## config.mk

```make
export PLATFORM = sky130hd
export DESIGN_NAME = uart_rx_brk
export DESIGN_NICKNAME = d
export VERILOG_FILES = /design/src/rtl/uart_rx_pkg.sv /design/src/rtl/uart_rx_sync.sv /design/src/rtl/uart_rx_frame.sv /design/src/rtl/uart_rx_flags.sv /design/src/rtl/uart_rx_brk.sv
export SDC_FILE = /design/constraint.sdc
export NUM_CORES = 1
export LEC_CHECK = 0
export BUFFER_PORTS_ARGS = -buffer_cell sky130_fd_sc_hd__buf_2
export CELL_PAD_IN_SITES_DETAIL_PLACEMENT = 1
export CELL_PAD_IN_SITES_GLOBAL_PLACEMENT = 1
export CORE_MARGIN = 2
export CORE_UTILIZATION = 45
export DETAILED_ROUTE_END_ITERATION = 6
export GPL_ROUTABILITY_DRIVEN = 0
export GPL_TIMING_DRIVEN = 1
export PLACE_DENSITY = 0.83
export SETUP_SLACK_MARGIN = 0.15
export SKIP_CTS_REPAIR_TIMING = 1
export SYNTH_ARGS = -nofsm -noshare
export SYNTH_HDL_FRONTEND = slang
export SYNTH_SLANG_ARGS = --single-unit
```

## constraint.sdc

```tcl
create_clock -name clk -period 4.7 [get_ports clk]
set_input_delay 0.47 -clock clk [delete_from_list [all_inputs] [get_ports clk]]
set_output_delay 0.47 -clock clk [all_outputs]
set_load 0.005 [all_outputs]
```

## src/rtl/uart_rx_pkg.sv

```systemverilog
package uart_rx_pkg;

    localparam int DMAX = 10;

    typedef logic [4:0] bcount_t;

    typedef enum logic [2:0] {
        ST_IDLE,
        ST_START,
        ST_RUN,
        ST_BRK,
        ST_WAITHI
    } rx_state_e;

    function automatic bcount_t data_bits(input logic nine, input logic ten);
        if (ten)       return 5'd10;
        else if (nine) return 5'd9;
        else           return 5'd8;
    endfunction

    function automatic bcount_t frame_bits(input logic nine, input logic ten,
                                           input logic two);
        return 5'd1 + data_bits(nine, ten) + (two ? 5'd2 : 5'd1);
    endfunction

    function automatic bcount_t brk_limit(input logic nine, input logic ten,
                                          input logic two, input logic lng);
        bcount_t n;
        n = frame_bits(nine, ten, two);
        if (!lng)          return n;
        else if (n >= 5'd12) return n + 5'd2;
        else               return n + 5'd1;
    endfunction

endpackage

```

## src/rtl/uart_rx_sync.sv

```systemverilog
module uart_rx_sync #(
    parameter int STAGES = 2
) (
    input  logic clk,
    input  logic rst_n,
    input  logic din,
    output logic dout
);
    logic [STAGES-1:0] sync_d, sync_q;

    generate
        if (STAGES == 1) begin : g_one
            always_comb sync_d = din;
        end else begin : g_many
            always_comb sync_d = {sync_q[STAGES-2:0], din};
        end
    endgenerate

    always_ff @(posedge clk) begin
        if (!rst_n) sync_q <= '1;
        else        sync_q <= sync_d;
    end

    assign dout = sync_q[STAGES-1];
endmodule

```

## src/rtl/uart_rx_frame.sv

```systemverilog
module uart_rx_frame
    import uart_rx_pkg::*;
#(
    parameter int OSR = 16
) (
    input  logic            clk,
    input  logic            rst_n,
    input  logic            tick_i,
    input  logic            rx_i,
    input  logic            nine_i,
    input  logic            ten_i,
    input  logic            two_i,
    input  logic            long_i,
    output logic            done_o,
    output logic            brk_set_o,
    output logic            brk_clr_o,
    output logic [DMAX-1:0] data_o,
    output logic            active_o
);
    localparam int TW = $clog2(OSR);
    localparam logic [TW-1:0] HALF = TW'(OSR / 2 - 1);
    localparam logic [TW-1:0] LAST = TW'(OSR - 1);
    localparam int IW = $clog2(DMAX);

    typedef struct packed {
        rx_state_e       state;
        logic [TW-1:0]   tcnt;
        bcount_t         bidx;
        bcount_t         lowcnt;
        logic            all_low;
        logic [DMAX-1:0] shreg;
        logic            active;
    } frame_t;

    frame_t  fr_d, fr_q;
    bcount_t dbits, fbits, lim;
    logic [IW-1:0] widx;

    always_comb begin
        dbits = data_bits(nine_i, ten_i);
        fbits = frame_bits(nine_i, ten_i, two_i);
        lim   = brk_limit(nine_i, ten_i, two_i, long_i);
        widx  = IW'(fr_q.bidx - 5'd1);
    end

    always_comb begin
        fr_d      = fr_q;
        done_o    = 1'b0;
        brk_set_o = 1'b0;
        brk_clr_o = 1'b0;
        case (fr_q.state)
            ST_IDLE: begin
                fr_d.active = 1'b0;
                if (tick_i && !rx_i) begin
                    fr_d.state = ST_START;
                    fr_d.tcnt  = '0;
                end
            end
            ST_START: begin
                if (tick_i) begin
                    if (fr_q.tcnt == HALF) begin
                        if (!rx_i) begin
                            fr_d.state   = ST_RUN;
                            fr_d.tcnt    = '0;
                            fr_d.bidx    = 5'd1;
                            fr_d.lowcnt  = 5'd1;
                            fr_d.all_low = 1'b1;
                            fr_d.shreg   = '0;
                            fr_d.active  = 1'b1;
                        end else begin
                            fr_d.state = ST_IDLE;
                        end
                    end else begin
                        fr_d.tcnt = fr_q.tcnt + 1'b1;
                    end
                end
            end
            ST_RUN: begin
                if (tick_i) begin
                    if (fr_q.tcnt == LAST) begin
                        fr_d.tcnt = '0;
                        if (fr_q.bidx <= dbits) fr_d.shreg[widx] = rx_i;
                        if (!rx_i) fr_d.lowcnt  = fr_q.lowcnt + 5'd1;
                        else       fr_d.all_low = 1'b0;
                        if (fr_q.bidx == fbits - 5'd1) begin
                            if (fr_d.all_low) begin
                                if (fr_d.lowcnt >= lim) begin
                                    brk_set_o  = 1'b1;
                                    fr_d.state = ST_WAITHI;
                                end else begin
                                    fr_d.state = ST_BRK;
                                end
                            end else begin
                                done_o = 1'b1;
                                if (rx_i) begin
                                    fr_d.state  = ST_IDLE;
                                    fr_d.active = 1'b0;
                                end else begin
                                    fr_d.state = ST_WAITHI;
                                end
                            end
                        end else begin
                            fr_d.bidx = fr_q.bidx + 5'd1;
                        end
                    end else begin
                        fr_d.tcnt = fr_q.tcnt + 1'b1;
                    end
                end
            end
            ST_BRK: begin
                if (tick_i) begin
                    if (fr_q.tcnt == LAST) begin
                        fr_d.tcnt = '0;
                        if (!rx_i) begin
                            fr_d.lowcnt = fr_q.lowcnt + 5'd1;
                            if (fr_d.lowcnt >= lim) begin
                                brk_set_o  = 1'b1;
                                fr_d.state = ST_WAITHI;
                            end
                        end else begin
                            fr_d.state  = ST_IDLE;
                            fr_d.active = 1'b0;
                        end
                    end else begin
                        fr_d.tcnt = fr_q.tcnt + 1'b1;
                    end
                end
            end
            ST_WAITHI: begin
                if (rx_i) begin
                    fr_d.state  = ST_IDLE;
                    fr_d.active = 1'b0;
                    brk_clr_o   = 1'b1;
                end
            end
            default: fr_d.state = ST_IDLE;
        endcase
    end

    always_ff @(posedge clk) begin
        if (!rst_n) begin
            fr_q.state   <= ST_IDLE;
            fr_q.tcnt    <= '0;
            fr_q.bidx    <= '0;
            fr_q.lowcnt  <= '0;
            fr_q.all_low <= 1'b0;
            fr_q.shreg   <= '0;
            fr_q.active  <= 1'b0;
        end else begin
            fr_q <= fr_d;
        end
    end

    assign data_o   = fr_q.shreg;
    assign active_o = fr_q.active;

    // busy only ever begins out of the start-bit check
    a_r1_active_from_start: assert property (@(posedge clk) disable iff (!rst_n)
        $rose(fr_q.active) |-> $past(fr_q.state == ST_START));

    // a break is only declared on a low sample, never together with a character
    a_r10_brk_on_low: assert property (@(posedge clk) disable iff (!rst_n)
        brk_set_o |-> (!rx_i && !done_o));

    // leaving the busy state happens only with the line seen high
    a_r2_idle_on_high: assert property (@(posedge clk) disable iff (!rst_n)
        $fell(fr_q.active) |-> $past(rx_i));
endmodule

```

## src/rtl/uart_rx_flags.sv

```systemverilog
module uart_rx_flags
    import uart_rx_pkg::*;
(
    input  logic            clk,
    input  logic            rst_n,
    input  logic            done_i,
    input  logic [DMAX-1:0] fdata_i,
    input  logic            brk_set_i,
    input  logic            brk_clr_i,
    input  logic            rd_i,
    input  logic            ovr_clr_i,
    output logic [DMAX-1:0] data_o,
    output logic            full_o,
    output logic            ovr_o,
    output logic            brk_o
);
    typedef struct packed {
        logic            full;
        logic            ovr;
        logic            brk;
        logic [DMAX-1:0] data;
    } flags_t;

    flags_t fl_d, fl_q;
    logic   full_after_rd;

    always_comb begin
        fl_d          = fl_q;
        full_after_rd = fl_q.full & ~rd_i;
        fl_d.full     = full_after_rd;
        if (ovr_clr_i) fl_d.ovr = 1'b0;
        if (done_i) begin
            if (full_after_rd) begin
                fl_d.ovr = 1'b1;
            end else begin
                fl_d.full = 1'b1;
                fl_d.data = fdata_i;
            end
        end
        if (brk_set_i)      fl_d.brk = 1'b1;
        else if (brk_clr_i) fl_d.brk = 1'b0;
    end

    always_ff @(posedge clk) begin
        if (!rst_n) begin
            fl_q <= '0;
        end else begin
            fl_q <= fl_d;
        end
    end

    assign data_o = fl_q.data;
    assign full_o = fl_q.full;
    assign ovr_o  = fl_q.ovr;
    assign brk_o  = fl_q.brk;

    // the full flag rises only after a completed character
    a_r4_full_after_done: assert property (@(posedge clk) disable iff (!rst_n)
        $rose(fl_q.full) |-> $past(done_i));

    // a read with no arriving character empties the holding register
    a_r5_read_clears: assert property (@(posedge clk) disable iff (!rst_n)
        (rd_i && !done_i) |=> !fl_q.full);

    // a character landing on a full register is dropped and flagged
    a_r6_overrun_keeps: assert property (@(posedge clk) disable iff (!rst_n)
        (done_i && fl_q.full && !rd_i) |=> (fl_q.ovr && $stable(fl_q.data)));

    // the overrun flag is not cleared by a read
    a_r7_ovr_sticky: assert property (@(posedge clk) disable iff (!rst_n)
        (fl_q.ovr && !ovr_clr_i) |=> fl_q.ovr);
endmodule

```

## src/rtl/uart_rx_brk.sv

```systemverilog
module uart_rx_brk
    import uart_rx_pkg::*;
#(
    parameter int OSR         = 16,
    parameter int SYNC_STAGES = 2
) (
    input  logic        clk,
    input  logic        rst_n,
    input  logic        baud_tick,
    input  logic        rxd,
    input  logic        nine_bit,
    input  logic        ten_bit,
    input  logic        two_stop,
    input  logic        long_brk,
    input  logic        rd_strobe,
    input  logic        ovr_clr,
    output logic [9:0]  rx_data,
    output logic        rx_active,
    output logic        rx_full,
    output logic        overrun,
    output logic        brk_det
);
    logic            rx_s;
    logic            done, brk_set, brk_clr;
    logic [DMAX-1:0] fdata;

    uart_rx_sync #(.STAGES(SYNC_STAGES)) i_sync (
        .clk  (clk),
        .rst_n(rst_n),
        .din  (rxd),
        .dout (rx_s)
    );

    uart_rx_frame #(.OSR(OSR)) i_frame (
        .clk      (clk),
        .rst_n    (rst_n),
        .tick_i   (baud_tick),
        .rx_i     (rx_s),
        .nine_i   (nine_bit),
        .ten_i    (ten_bit),
        .two_i    (two_stop),
        .long_i   (long_brk),
        .done_o   (done),
        .brk_set_o(brk_set),
        .brk_clr_o(brk_clr),
        .data_o   (fdata),
        .active_o (rx_active)
    );

    uart_rx_flags i_flags (
        .clk      (clk),
        .rst_n    (rst_n),
        .done_i   (done),
        .fdata_i  (fdata),
        .brk_set_i(brk_set),
        .brk_clr_i(brk_clr),
        .rd_i     (rd_strobe),
        .ovr_clr_i(ovr_clr),
        .data_o   (rx_data),
        .full_o   (rx_full),
        .ovr_o    (overrun),
        .brk_o    (brk_det)
    );

    // a break is reported only while the receiver is busy
    a_r10_brk_while_active: assert property (@(posedge clk) disable iff (!rst_n)
        $rose(brk_det) |-> rx_active);
endmodule

```

==> results_dict.tcl, run 1 <==
set metrics [dict create \
    post-route-period-util 0.755 \
    die_area_mm2 0.00684 \
    synth_top_family_by_area "simple AND/OR/NAND/NOR gates" \
    cp-start-kind "input pin" \
    cap_violations 0 \
    placed_area_mm2 0.00293 \
    yosys_warnings 0 \
    io_buffers 23 \
    dp.cells 410 \
    postLayoutCellArea_mm2 0.00303 \
    drive_above_1_share 0.143 \
    root_buffer "clkbuf_8" \
    ys_ff_latch 44 \
    synth-adder-area-share 0.104 \
    internal_power_w 0.000630 \
    drt_pass1_iterations 4 \
    synth-simple-area-share 0.246 \
    p_sw_frac 0.374 \
    area_delta_synth_final_pct 8.67 \
    seq_area_frac_synth 0.316 \
    skew_ns 0.00829 \
    grt_pass1_vias 2464 \
    seq_power_share 0.417 \
    drtIter0Drc 178 \
    tightest_slew_ns 0.568 \
    fmax_ghz 0.282 \
    ant_nets 0 \
    synth_top_area_frac 0.316 \
    crit_start "ten_bit" \
    slew_headroom 0.617 \
    grt_usage 0.218 \
    fin_tns_setup_ns 0 \
    required_ns 4.90 \
    routed_wl_um 6940 \
    endpoint "i_frame.fr_q[28]" \
    ir_worst_vdd_mv 0.164 \
    synth_edf_count 0 \
    worst_hold_slack_ns 0.351 \
    vias 2403 \
    synthMuxAreaShare 0.0620 \
    crit_arrival_ns 3.74 \
    yosysTopAreaCell "dfxtp_1" \
    comb_power_share 0.328 \
    crit_fanout 5 \
    yosysUniqueCellTypes 64 \
    clk_pin_slew_ns 0.08 \
    synthArstFlopShare 0 \
    period_needed_ns 3.55 \
    grt_max_degree 23 \
    r2r-start "i_frame.fr_q[12]" \
    start_util 0.468 \
    p_clk_frac 0.254 \
    cts_max_level 2 \
    antenna_found_initial 0 \
    io_pins 24 \
    drv_slew 0 \
    r2r_cells 10 \
    postSynthCellCount 324 \
    core_area_mm2 0.00596 \
    syn_avg_cell_area_um2 8.60 \
    setup_ws_ns 1.15 \
    outcome "finished clean" \
    cts_buffer_depth 2 \
    cp-end-kind "flop" \
    layout.nets 373 \
    switchingPower_w 0.000377 \
    worstSetupPathType "in2reg" \
    routedWlPerCell_um 16.6 \
    hold_class "in2reg" \
    grt.overflow.total 0 \
    regToRegSetupSlack_ns 1.83 \
    synth_area_leaders "dfxtp_1 32%, ha_1 9.0%, mux2i_1 5.4%, nor2_1 4.7%, nand2_1 3.5%" \
    die_x_um 82.7 \
    grt_pass1_wl_um 11400 \
    synth_compound_area_frac 0.179 \
    numClockSinks 44 \
    setup_viol 0 \
    power_density_mw_per_mm2 332 \
    antenna_cells 0 \
    hold_viol_final 0 \
    cts_buffers 5 \
    dp_slack_ns 0.821 \
    r2r_end "i_frame.fr_q[28]" \
    p_leak_nw 1.22 \
    synth_nets 355 \
    yosys_most_used_dff "dfxtp_1" \
    final-instance-count-excl-fill 418 \
    synth-xor-area-share 0.0440 \
    fp.dieH_um 82.7 \
    dpl.hpwl_um 5180 \
    rsz0062_at_grt "no" \
    clk_latency_ns 0.30 \
    rows 28 \
    post_drt_via_cell_ratio 5.75 \
    drc 0 \
    cts_tree "done" \
    synth_area_mm2 0.00279 \
]
registers in the layout, indices dropped and copies added, names as in the netlist:
| register | flops |
|---|---|
| i_frame.fr_q | 18 |
| i_flags.data_o | 10 |
| i_frame.data_o | 10 |
| i_sync.sync_q | 2 |
| i_flags.brk_o | 1 |
| i_flags.full_o | 1 |
| i_flags.ovr_o | 1 |
| i_frame.active_o | 1 |
final cells by class:
cell class                      instances  area (um^2)
Clock buffer                            6         82.6
Tap cell                               75         93.8
Multi-Input combinational cell        252         1770
Sequential cell                        44          881
Clock inverter                          2         15.0
Fill cell                             743         2930
Timing Repair Buffer                   26          138
Inverter                               13         48.8
metal layers:
metal | wire [um] | track usage
met3 | 172 | 0.0370
met5 | 0 | 0
met2 | 3460 | 0.390
met1 | 3230 | 0.271
met4 | 71 | 0.0525
worst max-delay path, cell delays in order:
cell and delay, ns:
buf_2 0.09, inv_1 0.11, nand2_1 0.09, ha_1 0.19, fa_1 0.59, inv_1 0.09, ha_1 0.32, o221ai_1 0.25
ha_1 0.29, nand2_1 0.06, o21ai_0 0.07, maj3_1 0.40, a2111oi_4 0.40, nand2_1 0.09, a41o_1 0.24
cell families (layout without fill, tap and decap cells):
| logic type | count (synthesis) | in the layout |
|---|---|---|
| simple gates | 132 | 132 |
| compound gates | 66 | 66 |
| flops | 44 | 44 |
| buf+inv | 28 | 47 |
| fa+ha+maj | 23 | 23 |
| mux | 17 | 17 |
| xor+xnor | 14 | 14 |
synthesized netlist by cell type, types with 3 or more instances:
cell,number
a21oi_1,14
nor3_1,7
xnor2_1,9
a21boi_0,3
a22oi_1,6
xor2_1,5
a32o_1,6
and3_1,4
buf_4,3
nand2_1,26
buf_2,4
or3_1,3
and2_1,3
a31oi_1,3
o21ai_0,10
nand2b_1,10
inv_1,12
mux2i_1,15
ha_1,20
dfxtp_1,44
nor4_1,3
nor2b_1,8
nand3_1,15
nor2_1,35
clkbuf_1,5
power by group through the flow:
stage	clock network (W)	logic, W	registers (W)
6_report	0.000256	0.000331	0.000420
3_5_place_dp	0	0.000326	0.000428
3_3_place_gp	0	0.000314	0.000427
2_1_floorplan	0	0.000268	0.000412
5_1_grt	0.000279	0.000373	0.000423
4_1_cts	0.000262	0.000331	0.000420
worst min-delay path by stage:
stage,endpoint,from,depth (start not counted),slack (ns)
after floorplan,i_sync.sync_q[1],i_sync.sync_q[0],1,0.39
after global placement,i_sync.sync_q[1],i_sync.sync_q[0],1,0.39
after detailed placement,i_sync.sync_q[1],i_sync.sync_q[0],1,0.40
after CTS,i_sync.sync_q[0],rxd,2,0.35
after global routing,i_sync.sync_q[0],rxd,2,0.34
final,i_sync.sync_q[0],rxd,2,0.35
cells in the final DEF, fill, tap and decap left out, types with 12 or more instances in the layout:
cell type,n
a21oi_1,14
buf_2,23
dfxtp_1,44
ha_1,20
inv_1,12
mux2i_1,15
nand2_1,26
nand3_1,15
nor2_1,35
through the flow:
stage	utilization	power [W]
6_report	0.508	0.00101
3_5_place_dp	0.492	0.000754
2_1_floorplan	-	0.000681
5_1_grt	0.508	0.00108
3_3_place_gp	0.492	0.000741
4_1_cts	0.508	0.00101
(Power assumes the default switching activity.)
==> run 2: changes to the inputs <==
--- a/config.mk
+++ b/config.mk
@@ -9,11 +9,11 @@
 export CELL_PAD_IN_SITES_DETAIL_PLACEMENT = 1
 export CELL_PAD_IN_SITES_GLOBAL_PLACEMENT = 1
 export CORE_MARGIN = 2
-export CORE_UTILIZATION = 45
+export CORE_UTILIZATION = 41
 export DETAILED_ROUTE_END_ITERATION = 6
 export GPL_ROUTABILITY_DRIVEN = 0
 export GPL_TIMING_DRIVEN = 1
-export PLACE_DENSITY = 0.83
+export PLACE_DENSITY = 0.8
 export SETUP_SLACK_MARGIN = 0.15
 export SKIP_CTS_REPAIR_TIMING = 1
 export SYNTH_ARGS = -nofsm -noshare
==> constraint.sdc (replaced) <==
create_clock -name clk -period 3.18 [get_ports clk]
set_input_delay 0.318 -clock clk [delete_from_list [all_inputs] [get_ports clk]]
set_output_delay 0.318 -clock clk [all_outputs]
set_load 0.005 [all_outputs]
==> run 2 against run 1 <==
Against the previous run:
- final cell count increased by 3.8%
- combinational power grew 62%
- sequential power grew 46%
- critical path depth grew 1
- die area increased by 9.3%
- largest power group unchanged
==> results_dict.tcl, run 2 (synthesized netlist as in run 1, its figures left out) <==
set metrics [dict create \
    cap_violations 0 \
    regMostFlops "i_frame.fr_q" \
    rows 30 \
    cp-start-kind "input pin" \
    numClockSinks 44 \
    slew_headroom 0.614 \
    required_ns 3.40 \
    fp.dieH_um 86.4 \
    utilization 0.481 \
    vias 2488 \
    cts_tree "done" \
    root_buffer "clkbuf_8" \
    cp-end-kind "flop" \
    grt_pass1_vias 2496 \
    clk_latency_ns 0.31 \
    grt_pass1_wl_um 11900 \
    ir_worst_vdd_mv 0.292 \
    multi_input_area_mm2 0.00183 \
    rsz0062_at_grt "yes" \
    antenna_found_initial 0 \
    io_buffers 23 \
    area_delta_synth_final_pct 15.4 \
    crit_fanout 3 \
    slowest_stage "fa_2" \
    die_area_mm2 0.00747 \
    final_common_cell "dfxtp_1" \
    power_density_mw_per_mm2 497 \
    grt_usage 0.200 \
    fillerInstances 818 \
    cpPeakStageDelay_ns 0.55 \
    drv_slew 0 \
    routed_wl_um 6930 \
    cts_max_level 2 \
    drc 0 \
    routedWlPerCell_um 16.0 \
    setup_viol 0 \
    period_needed_ns 2.98 \
    layout.nets 384 \
    grt.overflow.total 0 \
    crit_chain "buf_2 > inv_6 > nand2_4 > ha_4 > fa_2 > nor2_1 > and2_4 > inv_2 > nand2_1 > ha_1 > a21oi_1 > o21ai_1 > maj3_2 > a21o_1 > o31a_2 > o32ai_1" \
    drtIter0Drc 96 \
    cts_buffers 5 \
    outcome "finished clean" \
    drt_pass1_iterations 4 \
    largest_register_ffs 18 \
    skew_ns 0.00314 \
    setup_ws_ns 0.203 \
    dp_slack_ns -0.187 \
    worstSetupPathType "in2reg" \
    antenna_cells 0 \
    layout_common_cells "44 x dfxtp_1, 35 x nor2_1, 25 x nand2_1" \
    cts_buffer_depth 2 \
    core_area_mm2 0.00668 \
    grt_max_degree 25 \
    hold_viol_final 0 \
    io_pins 24 \
    tightest_slew_ns 0.578 \
    hold_class "in2reg" \
    seqCellArea_um2 881 \
    post_drt_via_cell_ratio 5.73 \
    fmax_ghz 0.336 \
    power_w 0.00160 \
    start_util 0.417 \
    clk_pin_slew_ns 0.09 \
    crit_arrival_ns 3.20 \
    drive_above_1_share 0.206 \
    die_x_um 86.4 \
    ant_nets 0 \
    p_leak_nw 1.30 \
    dpl.hpwl_um 5180 \
    post-route-period-util 0.936 \
]
## run 2: per-layer routing
metal | track usage | wire, um | vias up
met4 | 0.0767 | 150 | 0
met3 | 0.0362 | 221 | 13
met1 | 0.267 | 3210 | 1220
met2 | 0.323 | 3350 | 40
li1 | - | - | 1215
met5 | 0 | 0 | -
## run 2: stage by stage
step	hold slack, ns	TNS [ns]	area (um^2)	cells
6_report	0.196	0	3210	434
5_1_grt	0.209	0	3210	434
4_1_cts	0.190	0	3200	434
3_5_place_dp	0.432	-0.562	3080	426
3_3_place_gp	0.417	-0.0235	3080	426
2_1_floorplan	0.386	0	2840	324
## run 2: where the power goes
part	internal [W]	switching, W
clock	0.000237	0.000212
combinational	0.000210	0.000326
sequential	0.000573	0.0000415
total	0.00102	0.000579
## run 2: path summary, 6_finish.rpt
kind               startpoint          endpoint  slack [ns]  depth (start not counted)
max                   ten_bit  i_frame.fr_q[26]        0.20                         16
min                       rxd  i_sync.sync_q[0]        0.20                          2
max reg2reg  i_frame.fr_q[13]  i_frame.fr_q[28]        0.42                         10
min reg2reg  i_sync.sync_q[0]  i_sync.sync_q[1]        0.45                          1
## run 2: cell type report
cell class / instances / share of cell area
clock buffers: 5 / 0.0214
clock inverters: 3 / 0.0144
inverters: 13 / 0.0167
multi-input cells: 252 / 0.570
flip-flops and latches: 44 / 0.274
well taps: 80 / 0.0311
repair buffers: 37 / 0.0724
## run 2: critical path: cells and delay by family
kind	cells	cell delay (ns)
AO/OA/AOI/OAI	5	0.95
adder cells (fa/ha/maj)	4	1.29
buffers and inverters	3	0.24
AND/OR/NAND/NOR	4	0.37
